**src/rtl/irq_nest_pkg.sv**
```systemverilog
package irq_nest_pkg;
  typedef enum logic [2:0] {
    EV_NONE,
    EV_TAKE,      // nothing in service
    EV_NEST,      // preempt running context
    EV_QUEUE,     // park external request
    EV_DISPATCH,  // start oldest parked request
    EV_FATAL
  } irq_ev_e;
endpackage

```
**src/rtl/irq_pick.sv**
```systemverilog
module irq_pick #(
  parameter int N  = 4,
  parameter int IW = 2
) (
  input  logic [N-1:0]  req_i,
  output logic          valid_o,
  output logic [IW-1:0] idx_o
);
  always_comb begin
    valid_o = |req_i;
    idx_o   = '0;
    for (int i = N - 1; i >= 0; i--) begin
      if (req_i[i]) idx_o = IW'(i);
    end
  end
endmodule

```
**src/rtl/irq_fifo.sv**
```systemverilog
module irq_fifo #(
  parameter int DEPTH = 4,
  parameter int W     = 3,
  localparam int PW   = (DEPTH > 1) ? $clog2(DEPTH) : 1,
  localparam int CNTW = $clog2(DEPTH + 1)
) (
  input  logic         clk_i,
  input  logic         rst_ni,
  input  logic         push_i,
  input  logic [W-1:0] din_i,
  input  logic         pop_i,
  output logic [W-1:0] head_o,
  output logic         empty_o,
  output logic         full_o
);
  logic [W-1:0]    mem [DEPTH];
  logic [PW-1:0]   rd_q, wr_q;
  logic [CNTW-1:0] cnt_q;

  function automatic logic [PW-1:0] nxt(input logic [PW-1:0] p);
    return (p == PW'(DEPTH - 1)) ? '0 : p + PW'(1);
  endfunction

  assign head_o  = mem[rd_q];
  assign empty_o = (cnt_q == '0);
  assign full_o  = (cnt_q == CNTW'(DEPTH));

  always_ff @(posedge clk_i or negedge rst_ni) begin
    if (!rst_ni) begin
      rd_q  <= '0;
      wr_q  <= '0;
      cnt_q <= '0;
    end else begin
      if (push_i) wr_q <= nxt(wr_q);
      if (pop_i)  rd_q <= nxt(rd_q);
      if (push_i && !pop_i)      cnt_q <= cnt_q + CNTW'(1);
      else if (pop_i && !push_i) cnt_q <= cnt_q - CNTW'(1);
    end
  end

  always_ff @(posedge clk_i) begin
    if (push_i) mem[wr_q] <= din_i;
  end
endmodule

```
**src/rtl/irq_ctx_stack.sv**
```systemverilog
module irq_ctx_stack #(
  parameter int DEPTH = 4,
  parameter int W     = 3,
  localparam int PW   = (DEPTH > 1) ? $clog2(DEPTH) : 1,
  localparam int CNTW = $clog2(DEPTH + 1)
) (
  input  logic            clk_i,
  input  logic            rst_ni,
  input  logic            push_i,
  input  logic            pop_i,
  input  logic [W-1:0]    din_i,
  output logic [W-1:0]    top_o,
  output logic [CNTW-1:0] count_o,
  output logic            empty_o,
  output logic            full_o
);
  logic [W-1:0]    mem [DEPTH];
  logic [CNTW-1:0] cnt_q, cm1;

  assign cm1     = cnt_q - CNTW'(1);
  assign top_o   = mem[cm1[PW-1:0]];
  assign count_o = cnt_q;
  assign empty_o = (cnt_q == '0);
  assign full_o  = (cnt_q == CNTW'(DEPTH));

  always_ff @(posedge clk_i or negedge rst_ni) begin
    if (!rst_ni) cnt_q <= '0;
    else if (push_i && !pop_i) cnt_q <= cnt_q + CNTW'(1);
    else if (pop_i && !push_i) cnt_q <= cm1;
  end

  // push with pop replaces the top entry
  always_ff @(posedge clk_i) begin
    if (push_i && pop_i) mem[cm1[PW-1:0]]   <= din_i;
    else if (push_i)     mem[cnt_q[PW-1:0]] <= din_i;
  end
endmodule

```
**src/rtl/irq_nest_ctrl.sv**
```systemverilog
module irq_nest_ctrl
  import irq_nest_pkg::*;
#(
  parameter int NUM_EXT     = 4,
  parameter int NUM_INT     = 4,
  parameter int QUEUE_DEPTH = 4,
  parameter int NEST_MAX    = 4,
  localparam int MAXN = (NUM_EXT > NUM_INT) ? NUM_EXT : NUM_INT,
  localparam int IW   = (MAXN > 1) ? $clog2(MAXN) : 1,
  localparam int CW   = IW + 1,
  localparam int DW   = $clog2(NEST_MAX + 1)
) (
  input  logic               clk_i,
  input  logic               rst_ni,
  input  logic [NUM_EXT-1:0] ext_req_i,
  input  logic [NUM_INT-1:0] int_strobe_i,
  input  logic               boundary_i,
  input  logic               done_i,
  input  logic               nest_ext_i,
  input  logic               simple_mode_i,
  output logic               take_o,
  output logic [CW-1:0]      take_cause_o,
  output logic [NUM_EXT-1:0] ext_ack_o,
  output logic               active_o,
  output logic [CW-1:0]      active_cause_o,
  output logic [DW-1:0]      depth_o,
  output logic               fatal_o
);
  logic          int_v, ext_v;
  logic [IW-1:0] int_idx, ext_idx;
  logic          busy_q, fatal_q;
  logic [CW-1:0] cur_q;
  logic          busy_a, room_a;
  logic [CW-1:0] cur_a, new_cause;
  irq_ev_e       ev;

  logic          q_push, q_pop, q_empty, q_full;
  logic [CW-1:0] q_head;
  logic          stk_push, stk_pop, stk_empty, stk_full;
  logic [CW-1:0] stk_top;

  irq_pick #(.N(NUM_INT), .IW(IW)) u_pick_int (
    .req_i(int_strobe_i), .valid_o(int_v), .idx_o(int_idx));
  irq_pick #(.N(NUM_EXT), .IW(IW)) u_pick_ext (
    .req_i(ext_req_i), .valid_o(ext_v), .idx_o(ext_idx));

  irq_fifo #(.DEPTH(QUEUE_DEPTH), .W(CW)) u_queue (
    .clk_i, .rst_ni, .push_i(q_push), .din_i(new_cause), .pop_i(q_pop),
    .head_o(q_head), .empty_o(q_empty), .full_o(q_full));

  irq_ctx_stack #(.DEPTH(NEST_MAX), .W(CW)) u_stack (
    .clk_i, .rst_ni, .push_i(stk_push), .pop_i(stk_pop), .din_i(cur_a),
    .top_o(stk_top), .count_o(depth_o), .empty_o(stk_empty), .full_o(stk_full));

  always_comb begin
    // completion is applied before new arrivals of the same cycle
    busy_a  = busy_q;
    cur_a   = cur_q;
    stk_pop = 1'b0;
    if (done_i && busy_q && !fatal_q) begin
      if (stk_empty) busy_a = 1'b0;
      else begin
        stk_pop = 1'b1;
        cur_a   = stk_top;
      end
    end
    room_a = !stk_full || stk_pop;

    ev        = EV_NONE;
    new_cause = '0;
    if (!fatal_q) begin
      if (int_v) begin
        new_cause = {1'b1, int_idx};
        if (!busy_a)                     ev = EV_TAKE;
        else if (simple_mode_i || !room_a) ev = EV_FATAL;
        else                             ev = EV_NEST;
      end else if (boundary_i) begin
        if (!busy_a && !q_empty) begin
          if (!busy_q) begin
            ev        = EV_DISPATCH;
            new_cause = q_head;
          end
        end else if (ext_v) begin
          new_cause = {1'b0, ext_idx};
          if (!busy_a)            ev = EV_TAKE;
          else if (simple_mode_i) ev = EV_NONE;
          else if (nest_ext_i)    ev = room_a ? EV_NEST : EV_FATAL;
          else if (!q_full)       ev = EV_QUEUE;
        end
      end
    end
  end

  assign take_o       = (ev == EV_TAKE) || (ev == EV_NEST) || (ev == EV_DISPATCH);
  assign take_cause_o = take_o ? new_cause : '0;
  assign stk_push     = (ev == EV_NEST);
  assign q_push       = (ev == EV_QUEUE);
  assign q_pop        = (ev == EV_DISPATCH);
  assign ext_ack_o    = (!new_cause[CW-1] &&
                         ((ev == EV_TAKE) || (ev == EV_NEST) || (ev == EV_QUEUE)))
                        ? (NUM_EXT'(1) << ext_idx) : '0;

  always_ff @(posedge clk_i or negedge rst_ni) begin
    if (!rst_ni) begin
      busy_q  <= 1'b0;
      cur_q   <= '0;
      fatal_q <= 1'b0;
    end else begin
      busy_q <= busy_a || take_o;
      cur_q  <= take_o ? new_cause : cur_a;
      if (ev == EV_FATAL) fatal_q <= 1'b1;
    end
  end

  assign active_o       = busy_q;
  assign active_cause_o = cur_q;
  assign fatal_o        = fatal_q;
endmodule

```
**config.mk**
```make
export PLATFORM = sky130hd
export DESIGN_NAME = irq_nest_ctrl
export DESIGN_NICKNAME = d
export VERILOG_FILES = /design/src/rtl/irq_nest_pkg.sv /design/src/rtl/irq_pick.sv /design/src/rtl/irq_fifo.sv /design/src/rtl/irq_ctx_stack.sv /design/src/rtl/irq_nest_ctrl.sv
export SDC_FILE = /design/constraint.sdc
export NUM_CORES = 1
export LEC_CHECK = 0
export BUFFER_PORTS_ARGS = -buffer_cell sky130_fd_sc_hd__buf_4
export CAP_MARGIN = 20
export CELL_PAD_IN_SITES_DETAIL_PLACEMENT = 0
export CELL_PAD_IN_SITES_GLOBAL_PLACEMENT = 2
export CORE_ASPECT_RATIO = 1.1
export CORE_MARGIN = 3
export CORE_UTILIZATION = 30
export DETAILED_ROUTE_END_ITERATION = 10
export PLACE_DENSITY_LB_ADDON = 0.1
export SLEW_MARGIN = 20
export SYNTH_ARGS = -nofsm -noshare
export SYNTH_HDL_FRONTEND = slang
export SYNTH_SLANG_ARGS = --single-unit
```
**constraint.sdc**
```tcl
create_clock -name clk_i -period 3.15 [get_ports clk_i]
set_input_delay 0.1575 -clock clk_i [delete_from_list [all_inputs] [get_ports clk_i]]
set_output_delay 0.1575 -clock clk_i [all_outputs]
set_load 0.02 [all_outputs]
```
==> metrics.csv, run 1 <==
stage,metric,value,unit
worst_setup_path,Startpoint Class,flop,
pwr,Pwr Total,937,uW
route,routed len/inst,15.5,um
place,routability cong.,0.800,
pwr,combinational share of power,0.064,
yosys,largest family of logic cells by synthesized area,simple AND/OR/NAND/NOR gates,
clocking,Root Driver,clkbuf_8,
yosys,synth warn,0,
clocking,Clock Latency Late Sink,0.29,ns
route,First-pass DRT Iterations,4,
die,Core Region,0.00709,mm^2
timing,min cycle time layout,2.96,ns
timing,FMAX,337,MHz
pwr,Max VDD drop,0.198,mV
yosys,Syn Nets,206,
global_route,initial antenna violation count,0,
global_route,largest net degree at the start of global routing,16,
timing,worst-margin pin slew,0.548,ns
worst_setup_path,RR Startpoint,u_stack.count_o[0]$_DFFE_PN0P_,
route,via/cell ratio,5.02,
timing,final setup violating endpoints,0,
worst_setup_path,CP arrival,2.81,ns
pwr,NetSw,210,uW
route,# DRC,0,
yosys,Post-Syn Instances,179,
worst_setup_path,max incr delay on CP,0.40,ns
flow_run,max-cap violation count,0,
status,outcome,"finished, final reports clean",
timing,clock skew,0.00892,ns
yosys,simple-gate share of the synthesized area,0.172,
yosys,Syn Area/Cell,12.4,um^2
global_route,Total GRT Usage,0.122,
worst_setup_path,critical path class,flop to output port,
final_layout,ANT cells,0,
worst_setup_path,flop-to-flop setup slack,0.26,ns
die,Top Ports,30,
yosys,multiplexer share of the synthesized area,0.106,
final_layout,Layout area overhead,25.3,%
yosys,synth unique cells,48,
yosys,Synth Register Bits,39,
timing,Hold Fails Final Rpt,0,
clocking,Clock Tree Buf Depth,2,
die,Rows,32,
clocking,CTS tree,yes,
yosys,complex-gate fraction of the synthesized area,0.0999,
route,via count,1572,
die,Initial Util,0.313,
yosys,xor/xnor share of the synthesized area,0.0237,
worst_setup_path,crit-path cells,inv_1 > ha_2 > nand4bb_1 > a211oi_2 > a211oi_4 > or3_4 > o311ai_4 > and2_1 > buf_4,
worst_setup_path,Critical Path End Type,output port,
yosys,"Cell Area, Synth",0.00222,mm^2
pwr,P_int,727,uW
pwr,PD cells,337,mW/mm^2
global_route,global-route wire length before repair,7.83,mm
clocking,Inserted Clock Buffers,5,
pwr,Seq pwr share,0.581,
pwr,leakage power,0.00113,uW
worst_setup_path,R2R Path End,active_cause_o[0]$_DFF_PN0_,
final_layout,fin util,0.392,
clocking,level count of the clock H-tree,2,
global_route,global route total overflow,0,
worst_setup_path,worst-path fanout max,7,
clocking,Num Clock Sinks,39,
timing,Tcrit/Tclk final,0.941,
worst_setup_path,CP Capture Point,take_cause_o[1],
yosys,post-synthesis sequential area ratio,0.494,
die,Vert. Die Dim,96.2,um
die,total die area,0.00846,mm^2
die,die width,88.0,um
final_layout,share of layout cells above drive strength 1,0.355,
place,IO Port Bufs,29,
timing,final slew viol count,0,
worst_setup_path,Critical-path top delay cell,dfrtp_2,
route,WL final,4.85,mm
worst_setup_path,FF-to-FF path depth,10,
worst_setup_path,Critical Path RT,2.99,ns
route,1st-iter DRT viols,49,
yosys,Post-Synth Adder-Cell Area,0.0767,
worst_setup_path,Crit. Startpoint,u_stack.count_o[0]$_DFFE_PN0P_,
route,DRT antenna net count,0,
pwr,switch share,0.224,
final_layout,"Net count, final",254,
global_route,vias in the first global route,1578,
worst_hold_path,Worst Hold Class,primary input to async pin,
timing,Rel. slew slack,0.630,
clocking,Worst-path clk slew,0.08,ns
final_layout,Fillers,694,
place,Final HPWL DP,3.85,mm
pwr,Clk network pwr share,0.354,
[timing repair]
item / CTS / global route
endpoints found under the hold margin: 15 / 0
resized for setup: 0 / 9
hold buffers: 1 / 0
pin swaps: 2 / 5
buffers inserted: 3 / 2
endpoints found under the setup margin: 3 / 18
[critical path: cells and delay by family, from the launching register on]
family / cells / cell delay [ns]
AOI/OAI and AO/OA: 3 / 0.82
and+or+nand+nor: 3 / 0.75
DFF: 1 / 0.40
buffers and inverters: 2 / 0.30
adders and majority gates: 1 / 0.26
[power by group through the flow]
stage | Sequential [uW] | Clock, uW | Combinational [uW]
after detailed placement | 556 | 0 | 57.5
final | 545 | 332 | 60.5
after CTS | 545 | 349 | 58.7
after floorplan | 559 | 0 | 22.2
after global routing | 545 | 375 | 66.6
after global placement | 556 | 0 | 56.9
[cells in the final DEF, fill, tap and decap left out, drive strengths merged, types with 3 or more instances in the layout]
cell	instances
buf	44
edfxtp	24
dfrtp	15
nor2	12
ha	12
inv	11
nand2	9
mux2	8
and2	8
o21ai	7
a21oi	6
mux4	6
nor4	6
clkbuf	6
nor3	5
nor2b	3
xnor2	3
xor2	3
or3	3
a21boi	3
nor3b	3
[layer usage]
metal	vias up	track usage	share of wire
met3	4	0.0283	0.028
met1	780	0.147	0.44
met4	0	0.0384	0.0097
met2	18	0.215	0.52
met5	-	0	0
li1	770	-	-
[synthesized netlist by cell type, drive strengths merged]
library cell,count,area share
a2111oi,1,0.0040
a211oi,2,0.0090
a21bo,1,0.0045
a21boi,3,0.010
a21o,2,0.0068
a21oi,6,0.014
a22oi,1,0.0034
a31o,1,0.0040
and2,8,0.023
and4b,2,0.0090
buf,2,0.0056
clkbuf,2,0.0034
dfrtp,15,0.17
edfxtp,24,0.33
fa,1,0.0090
ha,12,0.068
inv,11,0.019
mux2,8,0.041
mux2i,1,0.0045
mux4,6,0.061
nand2,9,0.015
nand2b,2,0.0056
nand3,1,0.0023
nand3b,1,0.0034
nand4,2,0.0056
nand4bb,1,0.0051
nor2,12,0.020
nor2b,3,0.0085
nor3,5,0.011
nor3b,3,0.012
nor4,6,0.020
nor4b,2,0.011
o2111a,1,0.0056
o211ai,1,0.0034
o21ai,7,0.016
o311ai,2,0.016
o41ai,1,0.0040
or3,3,0.013
or4,2,0.0068
xnor2,3,0.012
xor2,3,0.012
[cells by family after synthesis]
group	after synthesis
and+or+nand+nor	62
DFF	39
AOI/OAI and AO/OA	29
buffers and inverters	15
muxes	15
adders and majority gates	13
xor gates and xnor gates	6
[cell type report]
cell class,count,area (um^2),share of cell area
Clock inverter,2,13.8,0.00495
Timing Repair Buffer,45,340,0.123
Tap cell,85,106,0.0383
Multi-Input combinational cell,125,1110,0.398
Sequential cell,39,1100,0.395
Inverter,11,41.3,0.0149
Clock buffer,6,72.6,0.0261
[sequential cells by signal (all words and copies together) (netlist names)]
| register | cells |
|---|---|
| u_queue.cnt_q | 3 |
| active_o | 1 |
| active_cause_o | 3 |
| u_stack.mem | 12 |
| u_stack.count_o | 3 |
| u_queue.rd_q | 2 |
| u_queue.wr_q | 2 |
| fatal_o | 1 |
| u_queue.mem | 12 |
[worst min path at each step]
stage,start,to,slack (ns),depth (start not counted)
after global routing,rst_ni,u_stack.count_o[1]$_DFFE_PN0P_,0.27,2
after global placement,rst_ni,u_stack.count_o[2]$_DFFE_PN0P_,0.03,1
after detailed placement,rst_ni,u_stack.count_o[2]$_DFFE_PN0P_,0.04,1
after floorplan,rst_ni,active_cause_o[0]$_DFF_PN0_,-0.14,0
after CTS,rst_ni,u_stack.count_o[2]$_DFFE_PN0P_,0.25,2
final,rst_ni,u_stack.count_o[1]$_DFFE_PN0P_,0.26,2
[stage by stage]
stage,std cells,cell area [um^2],TNS (ns),setup WS (ns),hold slack (ns)
6_report,313,2780,0,0.186,0.255
5_1_grt,313,2780,-0.00176,-0.00176,0.267
4_1_cts,311,2730,0,0.0118,0.252
3_5_place_dp,299,2610,0,0.0640,0.0372
3_3_place_gp,299,2610,0,0.0640,0.0296
2_1_floorplan,179,2240,0,0.0410,-0.138
Note: power is estimated with default switching activity, not from simulation.
==> run 2, diff against run 1 <==
==> constraint.sdc (replaced) <==
create_clock -name clk_i -period 3.15 [get_ports clk_i]
set_input_delay 0.1575 -clock clk_i [delete_from_list [all_inputs] [get_ports clk_i]]
set_output_delay 0.1575 -clock clk_i [all_outputs]
set_load 0.05 [all_outputs]
==> run 2 against run 1 <==
Clock-buffer cell count decreased by 1. Maximum frequency shrank 1.3%. Routed wire length up 5.5%. Combinational power increased by 17%. Design area rose by 2.8%. Global-route usage grew 0.45 points.
==> metrics.csv, run 2 (same netlist as run 1, synthesis figures left out) <==
stage,metric,value,unit
clocking,Clock Latency Late Sink,0.29,ns
global_route,vias in the first global route,1583,
final_layout,"commonest non-fill, non-tap cell in the layout",buf_4,
worst_setup_path,Startpoint Class,flop,
worst_setup_path,RR Startpoint,u_stack.count_o[1]$_DFFE_PN0P_,
place,IO Port Bufs,29,
timing,setup_tns,0,ns
global_route,initial antenna violation count,0,
die,total die area,0.00846,mm^2
pwr,Clk network pwr share,0.355,
pwr,leakage power,0.00114,uW
global_route,Total GRT Usage,0.127,
route,First-pass DRT Iterations,4,
final_layout,share of layout cells above drive strength 1,0.399,
timing,FMAX,333,MHz
final_layout,Fillers,695,
route,WL final,5.12,mm
clocking,Clock Tree Buf Depth,2,
clocking,level count of the clock H-tree,2,
place,Final HPWL DP,4.04,mm
final_layout,ANT cells,0,
timing,RSZ-0062 raised after global routing,no,
route,via count,1571,
die,Initial Util,0.313,
route,via/cell ratio,5.02,
timing,Tcrit/Tclk final,0.953,
die,Rows,32,
worst_setup_path,critical path class,flop to output port,
final_layout,area of the multi-input gates,0.00117,mm^2
final_layout,"commonest non-fill, non-tap cells in the layout","buf_4, edfxtp_1, nor2_1, dfrtp_1, ha_1",
pwr,P_int,727,uW
route,DRT antenna net count,0,
global_route,global-route wire length before repair,8.11,mm
global_route,global route total overflow,0,
final_layout,Reg area,0.00110,mm^2
clocking,Inserted Clock Buffers,5,
pwr,Seq pwr share,0.571,
worst_setup_path,Critical Path RT,2.99,ns
route,1st-iter DRT viols,54,
flow_run,max-cap violation count,0,
timing,Hold Fails Final Rpt,0,
pwr,PD cells,334,mW/mm^2
route,routed len/inst,16.4,um
final_layout,post-route cell area,0.00286,mm^2
worst_setup_path,FF-to-FF path depth,11,
pwr,switch share,0.238,
clocking,Worst-path clk slew,0.08,ns
pwr,Max VDD drop,0.250,mV
place,Placed Area,0.00271,mm^2
timing,Rel. slew slack,0.553,
worst_setup_path,R2R Path End,u_stack.mem[2][1]$_DFFE_PP_,
die,Top Ports,30,
worst_setup_path,flop-to-flop setup slack,0.31,ns
clocking,CTS tree,yes,
worst_setup_path,worst-path fanout max,6,
pwr,Pwr Total,954,uW
die,die width,88.0,um
timing,min cycle time layout,3.00,ns
worst_setup_path,max incr delay on CP,0.45,ns
clocking,Num Clock Sinks,39,
worst_setup_path,CP arrival,2.85,ns
worst_setup_path,crit-path cells,inv_2 > ha_4 > nand4bb_4 > a211oi_4 > a211oi_2 > or3_4 > o311ai_4 > and2_4 > buf_4,
status,outcome,"finished, final reports clean",
timing,final setup violating endpoints,0,
worst_setup_path,Top Family by Delay on Critical Path,compound AO/OA/AOI/OAI gates,
route,# DRC,0,
final_layout,biggest regs,"u_queue.mem (12), u_stack.mem (12)",
global_route,largest net degree at the start of global routing,16,
pwr,NetSw,227,uW
worst_setup_path,Crit path buffers/inverters,2,
timing,clock skew,0.00429,ns
die,Vert. Die Dim,96.2,um
timing,final slew viol count,0,
place,routability cong.,0.745,
clocking,Root Driver,clkbuf_8,
timing,worst-margin pin slew,0.661,ns
worst_setup_path,Critical Path End Type,output port,
final_layout,"Net count, final",254,
final_layout,Layout area overhead,28.8,%
pwr,combinational share of power,0.074,
final_layout,fin util,0.403,
worst_hold_path,Worst Hold Class,primary input to async pin,
die,Core Region,0.00709,mm^2
worst_setup_path,Critical-path top delay cell,dfrtp_2,
run 2: cell types whose count changed in the layout (fill, tap and decap cells not counted), moves of 3 or more:
cell    delta
and2_1     -3
mux2_4     +3
mux2_2     -3
and2_4     +3
run 2: power groups by stage:
| stage | Clock (uW) | Combinational, uW | Sequential [uW] |
|---|---|---|---|
| after floorplan | 0 | 24.9 | 564 |
| after global placement | 0 | 68.5 | 556 |
| after detailed placement | 0 | 68.8 | 556 |
| after CTS | 354 | 70.3 | 545 |
| after global routing | 381 | 76.9 | 545 |
| final | 338 | 71.0 | 544 |
run 2: cell type report:
| class | count | share of cell area |
|---|---|---|
| clock buffer | 5 | 0.0241 |
| inverter | 11 | 0.0162 |
| tap | 85 | 0.0372 |
| multi-input combinational | 125 | 0.411 |
| timing repair buffer | 45 | 0.119 |
| sequential | 39 | 0.385 |
| clock inverter | 3 | 0.00701 |
run 2: routing by layer:
layer,vias up,global-route usage,share of wire,routed length (um)
li1,765,-,-,-
met1,769,0.162,0.45,2330
met2,32,0.213,0.49,2500
met3,5,0.0317,0.046,234
met4,0,0.0345,0.012,60
met5,-,0,0,0
run 2: through the flow:
stage	std cells	setup slack [ns]	hold WS, ns
final	313	0.147	0.262
after global routing	313	0.0345	0.268
after CTS	313	0.000495	0.261
after detailed placement	302	0.190	0.0424
after global placement	302	0.274	0.0438
after floorplan	179	-0.0605	-0.138
run 2: worst register-to-register path, cell delays in order, from the launching register on:
cell	delay, ns
dfrtp_2	0.45
inv_2	0.11
ha_4	0.18
nand3_1	0.11
o211ai_1	0.29
nor4b_4	0.11
a22oi_1	0.33
inv_1	0.14
ha_1	0.25
nor3b_1	0.25
nand2_1	0.08
o21ai_0	0.19
run 2: worst max-delay path by stage:
stage / slack [ns] / cells after the start / start / end
2_1_floorplan: -0.06 / 9 / u_stack.count_o[0]$_DFFE_PN0P_ / take_cause_o[0]
3_3_place_gp: 0.27 / 9 / u_stack.count_o[1]$_DFFE_PN0P_ / take_cause_o[2]
3_5_place_dp: 0.19 / 9 / u_stack.count_o[1]$_DFFE_PN0P_ / take_cause_o[2]
4_1_cts: 0.0005 / 9 / u_stack.count_o[1]$_DFFE_PN0P_ / take_cause_o[2]
5_1_grt: 0.03 / 9 / u_stack.count_o[1]$_DFFE_PN0P_ / take_cause_o[2]
6_report: 0.15 / 9 / u_stack.count_o[1]$_DFFE_PN0P_ / take_cause_o[2]
run 2: what timing repair did:
action,in CTS,in global routing
pin swaps,2,3
endpoints found under the setup margin,4,8
hold buffers,1,0
endpoints found under the hold margin,15,0
resized for setup,0,5
gates cloned,0,0
buffers inserted,2,0
==> run 3, diff against run 2 <==
CAP_MARGIN = unset   (was 20)
PLACE_DENSITY = 0.67   (was unset)
PLACE_DENSITY_LB_ADDON = unset   (was 0.1)
==> run 3 against run 2 <==
Total power shrank 0.30%. Design area decreased by 0.53%. Worst hold slack improved by 0.0091 ns. Global-route usage grew 0.45 points. Sequential cell count stayed put. Clock-buffer cell count stayed put. Sequential share of layout area rose by 0.20 points. Critical path type unchanged.
==> metrics.csv, run 3 (same netlist as run 1, synthesis figures left out) <==
stage,metric,value,unit
status,outcome,"finished, final reports clean",
route,routed len/inst,16.3,um
clocking,Root Driver,clkbuf_8,
worst_setup_path,crit-path cells,inv_1 > ha_4 > nand4bb_4 > a211oi_2 > a211oi_2 > or3_4 > o311ai_4 > buf_4 > and2_4 > buf_4,
place,Placed Instances,301,
clocking,Worst-path clk slew,0.08,ns
global_route,global-route wire length before repair,8.36,mm
die,Initial Util,0.313,
pwr,leakage power,0.00114,uW
clocking,Inserted Clock Buffers,5,
final_layout,"commonest non-fill, non-tap cells in the layout","buf_4, edfxtp_1, nor2_1, dfrtp_1, ha_1",
worst_setup_path,Critical-path top delay cell,dfrtp_2,
timing,RSZ-0062 raised after global routing,no,
die,Top Ports,30,
route,WL final,5.08,mm
route,via/cell ratio,4.93,
global_route,Total GRT Usage,0.131,
flow_run,max-cap violation count,0,
place,IO Port Bufs,29,
place,Final HPWL DP,3.97,mm
worst_setup_path,flop-to-flop setup slack,0.27,ns
clocking,level count of the clock H-tree,2,
final_layout,biggest regs,"u_queue.mem (12), u_stack.mem (12)",
die,die width,88.0,um
worst_setup_path,Critical Path End Type,output port,
timing,worst-margin pin slew,0.561,ns
route,1st-iter DRT viols,91,
timing,FMAX,338,MHz
timing,min cycle time layout,2.96,ns
die,total die area,0.00846,mm^2
worst_hold_path,Worst Hold Class,primary input to async pin,
die,Core Region,0.00709,mm^2
final_layout,ANT cells,0,
final_layout,share of layout cells above drive strength 1,0.392,
worst_setup_path,Crit path buffers/inverters,3,
worst_setup_path,Startpoint Class,flop,
route,DRT antenna net count,0,
final_layout,"Net count, final",253,
timing,final slew viol count,0,
worst_setup_path,worst-path fanout max,6,
place,routability cong.,0.791,
route,via count,1539,
timing,Hold WS,0.271,ns
timing,Hold Fails Final Rpt,0,
die,Rows,32,
global_route,global route total overflow,0,
worst_setup_path,max incr delay on CP,0.44,ns
worst_setup_path,Critical Path RT,2.99,ns
global_route,vias in the first global route,1621,
clocking,Clock Tree Buf Depth,2,
route,# DRC,0,
clocking,CTS tree,yes,
route,First-pass DRT Iterations,4,
timing,Rel. slew slack,0.621,
clocking,Clock Latency Late Sink,0.29,ns
global_route,largest net degree at the start of global routing,16,
final_layout,"non-filler cells, final",312,
final_layout,"commonest non-fill, non-tap cell in the layout",buf_4,
global_route,initial antenna violation count,0,
timing,final setup violating endpoints,0,
pwr,PD cells,335,mW/mm^2
worst_setup_path,Top Family by Delay on Critical Path,simple AND/OR/NAND/NOR gates,
pwr,Max VDD drop,0.226,mV
worst_setup_path,CP arrival,2.80,ns
timing,clock skew,0.00860,ns
final_layout,Layout area overhead,28.2,%
die,Vert. Die Dim,96.2,um
timing,Tcrit/Tclk final,0.938,
final_layout,Fillers,665,
clocking,Num Clock Sinks,39,
worst_setup_path,critical path class,flop to output port,
-- run 3: changes by cell type in the layout (fill, tap and decap cells not counted) --
cell,delta
a211oi_2,+1
a211oi_4,-1
a21boi_0,-1
a21boi_1,+1
buf_4,-1
inv_1,+1
inv_2,-1
-- run 3: per-layer routing --
layer  track usage  routed length [um]  up-vias
met5             0                   0        -
met4        0.0345                  31        0
met3        0.0334                 216        2
met2         0.217                2600       28
met1         0.171                2230      749
li1              -                   -      760
-- run 3: stage by stage --
step                      setup TNS (ns)  utilization  cell area, um^2  total power [uW]  setup slack [ns]
after global routing                   0        0.401             2840              1000            0.0203
after CTS                              0        0.397             2820               965            0.0422
after floorplan                   -0.198            -             2320               589           -0.0605
after detailed placement               0        0.381             2700               624             0.211
final                                  0        0.401             2840               951             0.195
after global placement                 0        0.381             2700               623             0.322
-- run 3: final timing paths --
| kind | startpoint | end | cells past startpoint |
|---|---|---|---|
| max | u_stack.count_o[1]$_DFFE_PN0P_ | take_cause_o[2] | 10 |
| max reg2reg | u_stack.count_o[1]$_DFFE_PN0P_ | u_stack.mem[2][1]$_DFFE_PP_ | 12 |
| min reg2reg | u_queue.cnt_q[2]$_DFFE_PN0P_ | u_queue.cnt_q[2]$_DFFE_PN0P_ | 1 |
| min | rst_ni | u_stack.count_o[2]$_DFFE_PN0P_ | 2 |
| min in group clk_i | int_strobe_i[0] | u_queue.mem[0][0]$_DFFE_PP_ | 3 |
| max in group asynchronous | rst_ni | fatal_o$_DFFE_PN0N_ | 2 |
-- run 3: worst register-to-register path, stage by stage (launching register included) --
cell	delay, ns
dfrtp_2	0.44
inv_1	0.15
ha_4	0.20
nand3_1	0.11
o211ai_1	0.31
nor4b_4	0.12
a22oi_1	0.32
inv_1	0.15
ha_1	0.25
nor3b_1	0.24
nand2_1	0.08
o21ai_0	0.08
buf_4	0.16
-- run 3: final cells by class --
| cell class | count | area (um^2) | area share |
|---|---|---|---|
| Clock buffer | 5 | 68.8 | 0.0242 |
| Clock inverter | 3 | 20.0 | 0.00705 |
| Inverter | 11 | 46.3 | 0.0163 |
| Multi-Input combinational cell | 125 | 1170 | 0.411 |
| Sequential cell | 39 | 1100 | 0.387 |
| Tap cell | 85 | 106 | 0.0374 |
| Timing Repair Buffer | 44 | 333 | 0.117 |
-- run 3: power breakdown --
| group | internal, uW | switching, uW | leakage, uW |
|---|---|---|---|
| Combinational | 29.1 | 39.6 | 0.000709 |
| Sequential | 543 | 2.01 | 0.000392 |
| Clock | 154 | 183 | 0.0000402 |
-- run 3: what timing repair did --
action,4_1_cts,5_1_grt
hold buffers,1,0
pin swaps,1,2
buffers inserted,2,0
gates resized for setup,0,4
hold endpoints to repair,15,0
setup endpoints to repair,3,8
